[config.mk]
export PLATFORM = sky130hd
export DESIGN_NAME = alu16_exec
export DESIGN_NICKNAME = d
export VERILOG_FILES = /design/src/rtl/alu16_pkg.sv /design/src/rtl/alu16_logic.sv /design/src/rtl/alu16_shift.sv /design/src/rtl/alu16_div.sv /design/src/rtl/alu16_exec.sv
export SDC_FILE = /design/constraint.sdc
export NUM_CORES = 1
export LEC_CHECK = 0
export ABC_AREA = 1
export BUFFER_PORTS_ARGS = -buffer_cell sky130_fd_sc_hd__buf_2
export CORE_MARGIN = 3
export CORE_UTILIZATION = 45
export DETAILED_ROUTE_END_ITERATION = 16
export GPL_ROUTABILITY_DRIVEN = 0
export PLACE_DENSITY = 0.64
export SETUP_SLACK_MARGIN = 0.15
export SLEW_MARGIN = 20
export SYNTH_ARGS = -nofsm -noshare
export SYNTH_HDL_FRONTEND = slang
export SYNTH_SLANG_ARGS = --single-unit
[constraint.sdc]
create_clock -name vclk -period 182.2
set_clock_uncertainty 0.1 [all_clocks]
set_input_delay 27.33 -clock vclk [all_inputs]
set_output_delay 27.33 -clock vclk [all_outputs]
set_load 0.02 [all_outputs]
[src/rtl/alu16_pkg.sv]
package alu16_pkg;

    typedef enum logic [3:0] {
        OP_ADD  = 4'd0,
        OP_SUB  = 4'd1,
        OP_NEG  = 4'd2,
        OP_INC  = 4'd3,
        OP_AND  = 4'd4,
        OP_OR   = 4'd5,
        OP_XOR  = 4'd6,
        OP_NAND = 4'd7,
        OP_NOR  = 4'd8,
        OP_MUL  = 4'd9,
        OP_DIV  = 4'd10,
        OP_SLL  = 4'd11,
        OP_SRL  = 4'd12,
        OP_SRA  = 4'd13,
        OP_ROL  = 4'd14,
        OP_MOVE = 4'd15
    } alu_op_e;

    typedef enum logic [2:0] {
        LK_AND  = 3'd0,
        LK_OR   = 3'd1,
        LK_XOR  = 3'd2,
        LK_NAND = 3'd3,
        LK_NOR  = 3'd4
    } logic_kind_e;

    typedef enum logic [1:0] {
        SM_SLL = 2'd0,
        SM_SRL = 2'd1,
        SM_SRA = 2'd2,
        SM_ROL = 2'd3
    } shift_mode_e;

endpackage

[src/rtl/alu16_logic.sv]
module alu16_logic
    import alu16_pkg::*;
#(
    parameter int DATA_W = 16
) (
    input  logic [DATA_W-1:0] lhs,
    input  logic [DATA_W-1:0] rhs,
    input  logic_kind_e       kind,
    output logic [DATA_W-1:0] dout
);

    always_comb begin
        unique case (kind)
            LK_AND:  dout = lhs & rhs;
            LK_OR:   dout = lhs | rhs;
            LK_XOR:  dout = lhs ^ rhs;
            LK_NAND: dout = ~(lhs & rhs);
            LK_NOR:  dout = ~(lhs | rhs);
            default: dout = '0;
        endcase
    end

    // NOR never sets a bit that either operand holds
    always_comb begin
        if (kind == LK_NOR) begin
            assert_nor_disjoint_R3: assert ((dout & (lhs | rhs)) == '0)
                else $error("NOR output overlaps operand bits");
        end
    end

endmodule

[src/rtl/alu16_shift.sv]
module alu16_shift
    import alu16_pkg::*;
#(
    parameter  int DATA_W = 16,
    localparam int SH_W   = $clog2(DATA_W)
) (
    input  logic [DATA_W-1:0] din,
    input  logic [SH_W-1:0]   amount,
    input  shift_mode_e       mode,
    output logic [DATA_W-1:0] dout
);

    logic [DATA_W-1:0] stg [0:SH_W];

    assign stg[0] = din;

    for (genvar s = 0; s < SH_W; s++) begin : g_stage
        localparam int K = 1 << s;
        logic [DATA_W-1:0] moved;
        always_comb begin
            unique case (mode)
                SM_SLL: moved = stg[s] << K;
                SM_SRL: moved = stg[s] >> K;
                SM_SRA: moved = $signed(stg[s]) >>> K;
                SM_ROL: moved = (stg[s] << K) | (stg[s] >> (DATA_W - K));
            endcase
        end
        assign stg[s+1] = amount[s] ? moved : stg[s];
    end

    assign dout = stg[SH_W];

    always_comb begin
        if (mode == SM_ROL) begin
            assert_rol_keeps_ones_R8: assert ($countones(dout) == $countones(din))
                else $error("rotation changed the number of set bits");
        end
        if (mode == SM_SRA) begin
            assert_sra_sign_R7: assert (dout[DATA_W-1] == din[DATA_W-1])
                else $error("arithmetic shift lost the sign");
        end
        if (mode == SM_SRL && amount != '0) begin
            assert_srl_fill_R7: assert (dout[DATA_W-1] == 1'b0)
                else $error("logical right shift filled with one");
        end
    end

endmodule

[src/rtl/alu16_div.sv]
module alu16_div #(
    parameter int DATA_W = 16
) (
    input  logic [DATA_W-1:0] dividend,
    input  logic [DATA_W-1:0] divisor,
    output logic [DATA_W-1:0] quot,
    output logic [DATA_W-1:0] rem
);

    logic [DATA_W-1:0] part [0:DATA_W];

    assign part[0] = '0;

    for (genvar i = 0; i < DATA_W; i++) begin : g_step
        logic [DATA_W:0] shifted;
        logic [DATA_W:0] diff;
        logic            fits;
        assign shifted = {part[i], dividend[DATA_W-1-i]};
        assign diff    = shifted - {1'b0, divisor};
        assign fits    = ~diff[DATA_W];
        assign quot[DATA_W-1-i] = fits;
        assign part[i+1] = fits ? diff[DATA_W-1:0] : shifted[DATA_W-1:0];
    end

    assign rem = part[DATA_W];

    always_comb begin
        if (divisor == '0) begin
            assert_divzero_R6: assert (quot == '1 && rem == dividend)
                else $error("divide by zero gave wrong pair");
        end else begin
            assert_div_identity_R5: assert (
                ({{DATA_W{1'b0}}, quot} * {{DATA_W{1'b0}}, divisor}
                 + {{DATA_W{1'b0}}, rem}) == {{DATA_W{1'b0}}, dividend}
                && rem < divisor)
                else $error("quotient and remainder do not rebuild the dividend");
        end
    end

endmodule

[src/rtl/alu16_exec.sv]
module alu16_exec
    import alu16_pkg::*;
#(
    parameter  int DATA_W = 16,
    localparam int SH_W   = $clog2(DATA_W)
) (
    input  logic [DATA_W-1:0] opnd_a,
    input  logic [DATA_W-1:0] opnd_b,
    input  logic [DATA_W-1:0] imm_val,
    input  logic              use_imm,
    input  logic [SH_W-1:0]   shamt,
    input  logic [3:0]        op_sel,
    output logic [DATA_W-1:0] result,
    output logic [DATA_W-1:0] quotient,
    output logic [DATA_W-1:0] remainder,
    output logic              zero_flag,
    output logic              neg_flag
);

    localparam int HALF_W  = DATA_W / 2;
    localparam int MUL_MAX = ((1 << HALF_W) - 1) * ((1 << HALF_W) - 1);

    alu_op_e           op;
    logic [DATA_W-1:0] src_b;
    logic [DATA_W-1:0] sum_res;
    logic [DATA_W-1:0] diff_res;
    logic [DATA_W-1:0] neg_res;
    logic [DATA_W-1:0] inc_res;
    logic [DATA_W-1:0] mul_res;
    logic [DATA_W-1:0] logic_res;
    logic [DATA_W-1:0] shift_res;
    logic_kind_e       lkind;
    shift_mode_e       smode;

    assign op    = alu_op_e'(op_sel);
    assign src_b = use_imm ? imm_val : opnd_b;

    assign sum_res  = opnd_a + src_b;
    assign diff_res = opnd_a - src_b;
    assign neg_res  = '0 - opnd_a;
    assign inc_res  = opnd_a + 1'b1;
    assign mul_res  = {{HALF_W{1'b0}}, opnd_a[HALF_W-1:0]}
                    * {{HALF_W{1'b0}}, src_b[HALF_W-1:0]};

    always_comb begin
        unique case (op)
            OP_OR:   lkind = LK_OR;
            OP_XOR:  lkind = LK_XOR;
            OP_NAND: lkind = LK_NAND;
            OP_NOR:  lkind = LK_NOR;
            default: lkind = LK_AND;
        endcase
        unique case (op)
            OP_SRL:  smode = SM_SRL;
            OP_SRA:  smode = SM_SRA;
            OP_ROL:  smode = SM_ROL;
            default: smode = SM_SLL;
        endcase
    end

    alu16_logic #(.DATA_W(DATA_W)) u_logic (
        .lhs  (opnd_a),
        .rhs  (src_b),
        .kind (lkind),
        .dout (logic_res)
    );

    alu16_shift #(.DATA_W(DATA_W)) u_shift (
        .din    (opnd_a),
        .amount (shamt),
        .mode   (smode),
        .dout   (shift_res)
    );

    alu16_div #(.DATA_W(DATA_W)) u_div (
        .dividend (opnd_a),
        .divisor  (src_b),
        .quot     (quotient),
        .rem      (remainder)
    );

    always_comb begin
        unique case (op)
            OP_ADD:  result = sum_res;
            OP_SUB:  result = diff_res;
            OP_NEG:  result = neg_res;
            OP_INC:  result = inc_res;
            OP_AND, OP_OR, OP_XOR, OP_NAND, OP_NOR: result = logic_res;
            OP_MUL:  result = mul_res;
            OP_DIV:  result = quotient;
            OP_SLL, OP_SRL, OP_SRA, OP_ROL: result = shift_res;
            OP_MOVE: result = src_b;
        endcase
    end

    assign zero_flag = (result == '0);
    assign neg_flag  = result[DATA_W-1];

    always_comb begin
        if (op == OP_SUB && zero_flag) begin
            assert_equal_branch_R10: assert (opnd_a == src_b)
                else $error("zero difference from unequal operands");
        end
        if (op == OP_MUL) begin
            assert_mul_bound_R4: assert (int'(result) <= MUL_MAX)
                else $error("byte product exceeds its range");
        end
        if (op == OP_NAND) begin
            assert_nand_clear_R3: assert ((result & opnd_a & src_b) == '0)
                else $error("NAND kept a bit set in both operands");
        end
        if (op == OP_INC && opnd_a == '1) begin
            assert_inc_wrap_R2: assert (zero_flag)
                else $error("increment did not wrap to zero");
        end
    end

endmodule

==> flow_summary_export.csv <==
group,metric,value,unit
worst_setup_path,endpoint,"remainder[14]",
routing,drc,0,
layout,multi_input_area,0.0178,sq mm
sta,period_share,0.565,
placed_design,pre_cts_slack,79.58,ns
routing,first_pass_iters,6,
synthesis,yosysTopAreaCell,"ha_1",
synthesis,yosys_warnings,0,
worst_setup_path,cpPeakStageDelay,0.57,ns
synthesis,postSynthCellCount,3171,
worst_setup_path,crit_arrival,75.47,ns
sta,final-setup-viol-count,0,
sta,period_needed,102.90,ns
cts,postCtsSetupBuffers,0,
layout,drive_above_1_share,0.110,
routing,drt_iter0_markers,1612,
global_routing,antenna_found_initial,0,
synthesis,synth_area,0.0202,sq mm
global_routing,grt_pass1_wl,104000,um
sta,tightest_slew,1.18,ns
worst_setup_path,crit_fanout,32,
worst_setup_path,critPathSlowestCell,"buf_2",
synthesis,synth_area_per_cell,6.36,sq um
synthesis,ys_top_cells_by_area,"ha_1, nand2_1, o21ai_0",
die,io_pins,107,
layout,n_sequential_cell,0,
worst_setup_path,worstSetupPathType,"in2out",
sta,finalMaxSlewViolations,0,
synthesis,seq_area_frac_synth,0,
die,initial_core_util,0.462,
global_routing,grt_max_degree,56,
layout,nets,3656,
job,cap_violations,0,
outcome,status,"finished clean",
die,core,0.0436,sq mm
layout,areaGrowthSynthToFinish,3.89,%
die,dieArea,0.0474,sq mm
global_routing,track_usage,0.263,
layout,seqCellArea,0,sq um
sta,worst_slack,79.30,ns
layout,nFillCells,4543,
worst_setup_path,required,154.77,ns
worst_setup_path,critPathLaunchType,"input port",
die,die_w,218,um
die,num_rows,76,
sta,final_hold_viol_count,0,
layout,diodes,0,
cts,postCtsHoldBufs,0,
layout,n_clock_buffer,0,
synthesis,synth_cell_types,69,
routing,vias_per_cell,5.60,
worst_setup_path,crit_start,"use_imm",
sta,tns,0,ns
sta,hold_slack,55.18,ns
synthesis,yosysTopAreaCellShare,0.207,
placed_design,place_hpwl,52100,um
routing,detail_route.wl_per_cell,16.8,um
worst_setup_path,end_kind,"output port",
routing,via_count,21257,
placed_design,portBuffers,107,
global_routing,grt_pass1_vias,20342,
die,die_h,218,um
cts,ctsResizeCount,0,
hold_path,hold_class,"in2out",
worst_setup_path,path_common_cell,"a21oi_1",
sta,slew_headroom,0.208,
routing,ant_nets,0,
hold_path,hp-start,"opnd_b[14]",
sta,fmaxAchievable,0.00972,GHz
sta,rsz0062_at_grt,"false",
routing,wirelength,63900,um
global_routing,grt-ovfl-total,0,
[layer usage]
metal  wire (um)  up-vias  share of wire  GRT usage
li1            -    10757              -          -
met4        2430        0          0.038     0.0807
met1       28200     9631           0.44      0.346
met3        4150      137          0.065     0.0213
met2       29100      732           0.46      0.457
met5           0        -              0          0
[worst max-delay path, delay by kind of cell]
kind | cells | cell delay (ns)
simple gates | 79 | 12.22
buf+inv | 42 | 5.15
fa+ha+maj | 17 | 6.96
compound gates | 127 | 23.65
[worst min path at each step]
stage | to | slack (ns) | depth (start not counted)
3_3_place_gp | quotient[15] | 55.17 | 7
3_5_place_dp | quotient[15] | 55.18 | 7
6_report | quotient[15] | 55.18 | 7
5_1_grt | quotient[15] | 55.20 | 7
4_1_cts | quotient[15] | 55.18 | 7
2_1_floorplan | zero_flag | 54.85 | 3
[metrics by stage]
step                      instances   util  instance area (sq um)
after global routing           3796  0.480                  20900
after detailed placement       3796  0.480                  20900
after CTS                      3796  0.480                  20900
final                          3796  0.480                  20900
after global placement         3796  0.480                  20900
after floorplan                3177      -                  20200
[layout by cell type (no fill, tap or decap), types with 23 or more instances in the layout]
cell type  count
fa_1          52
xnor2_1       51
nand3_2       25
inv_1        432
nand3_1      119
o21ai_0      342
o21ai_1       37
o21bai_1      68
ha_1         334
nor3_1        25
xor2_1       164
nor2_1       177
buf_2        107
a21oi_1      313
nand2_2       48
nand2_1      556
nand2_4       43
o21ai_2       23
[synthesized netlist by cell type, drive strengths merged (9+ instances only)]
cell type and n:
or2 20, buf 52, nand3b 13, nor4 9, xnor2 51, xor2 164
o211ai 13, clkbuf 39, a21oi 325, o21ai 410, o22ai 14, o221ai 13
inv 451, a21o 13, nor3 25, a221oi 10, a211oi 9, nor2 198
nand2 648, a31oi 18, o21bai 68, nand3 149, ha 334, fa 52
and2 9
[cell type report]
cell class,count,area share
inverter,460,0.0843
multi-input combinational,2626,0.849
tap,585,0.0349
timing repair buffer,125,0.0320
[cells by family (layout without fill, tap and decap cells)]
logic type / after synthesis / count (layout) / share of synthesized area
AND/OR/NAND/NOR: 1080 / 1080 / 0.258
buffers and inverters: 551 / 585 / 0.119
AO/OA/AOI/OAI: 938 / 938 / 0.270
adder cells (fa/ha/maj): 386 / 386 / 0.259
other: 1 / 7 / 0.000186
XOR/XNOR: 215 / 215 / 0.0934
Power is left out: the tool's default activity adds up to more than one toggle a clock period on the data nets, which glitch-free logic cannot reach.
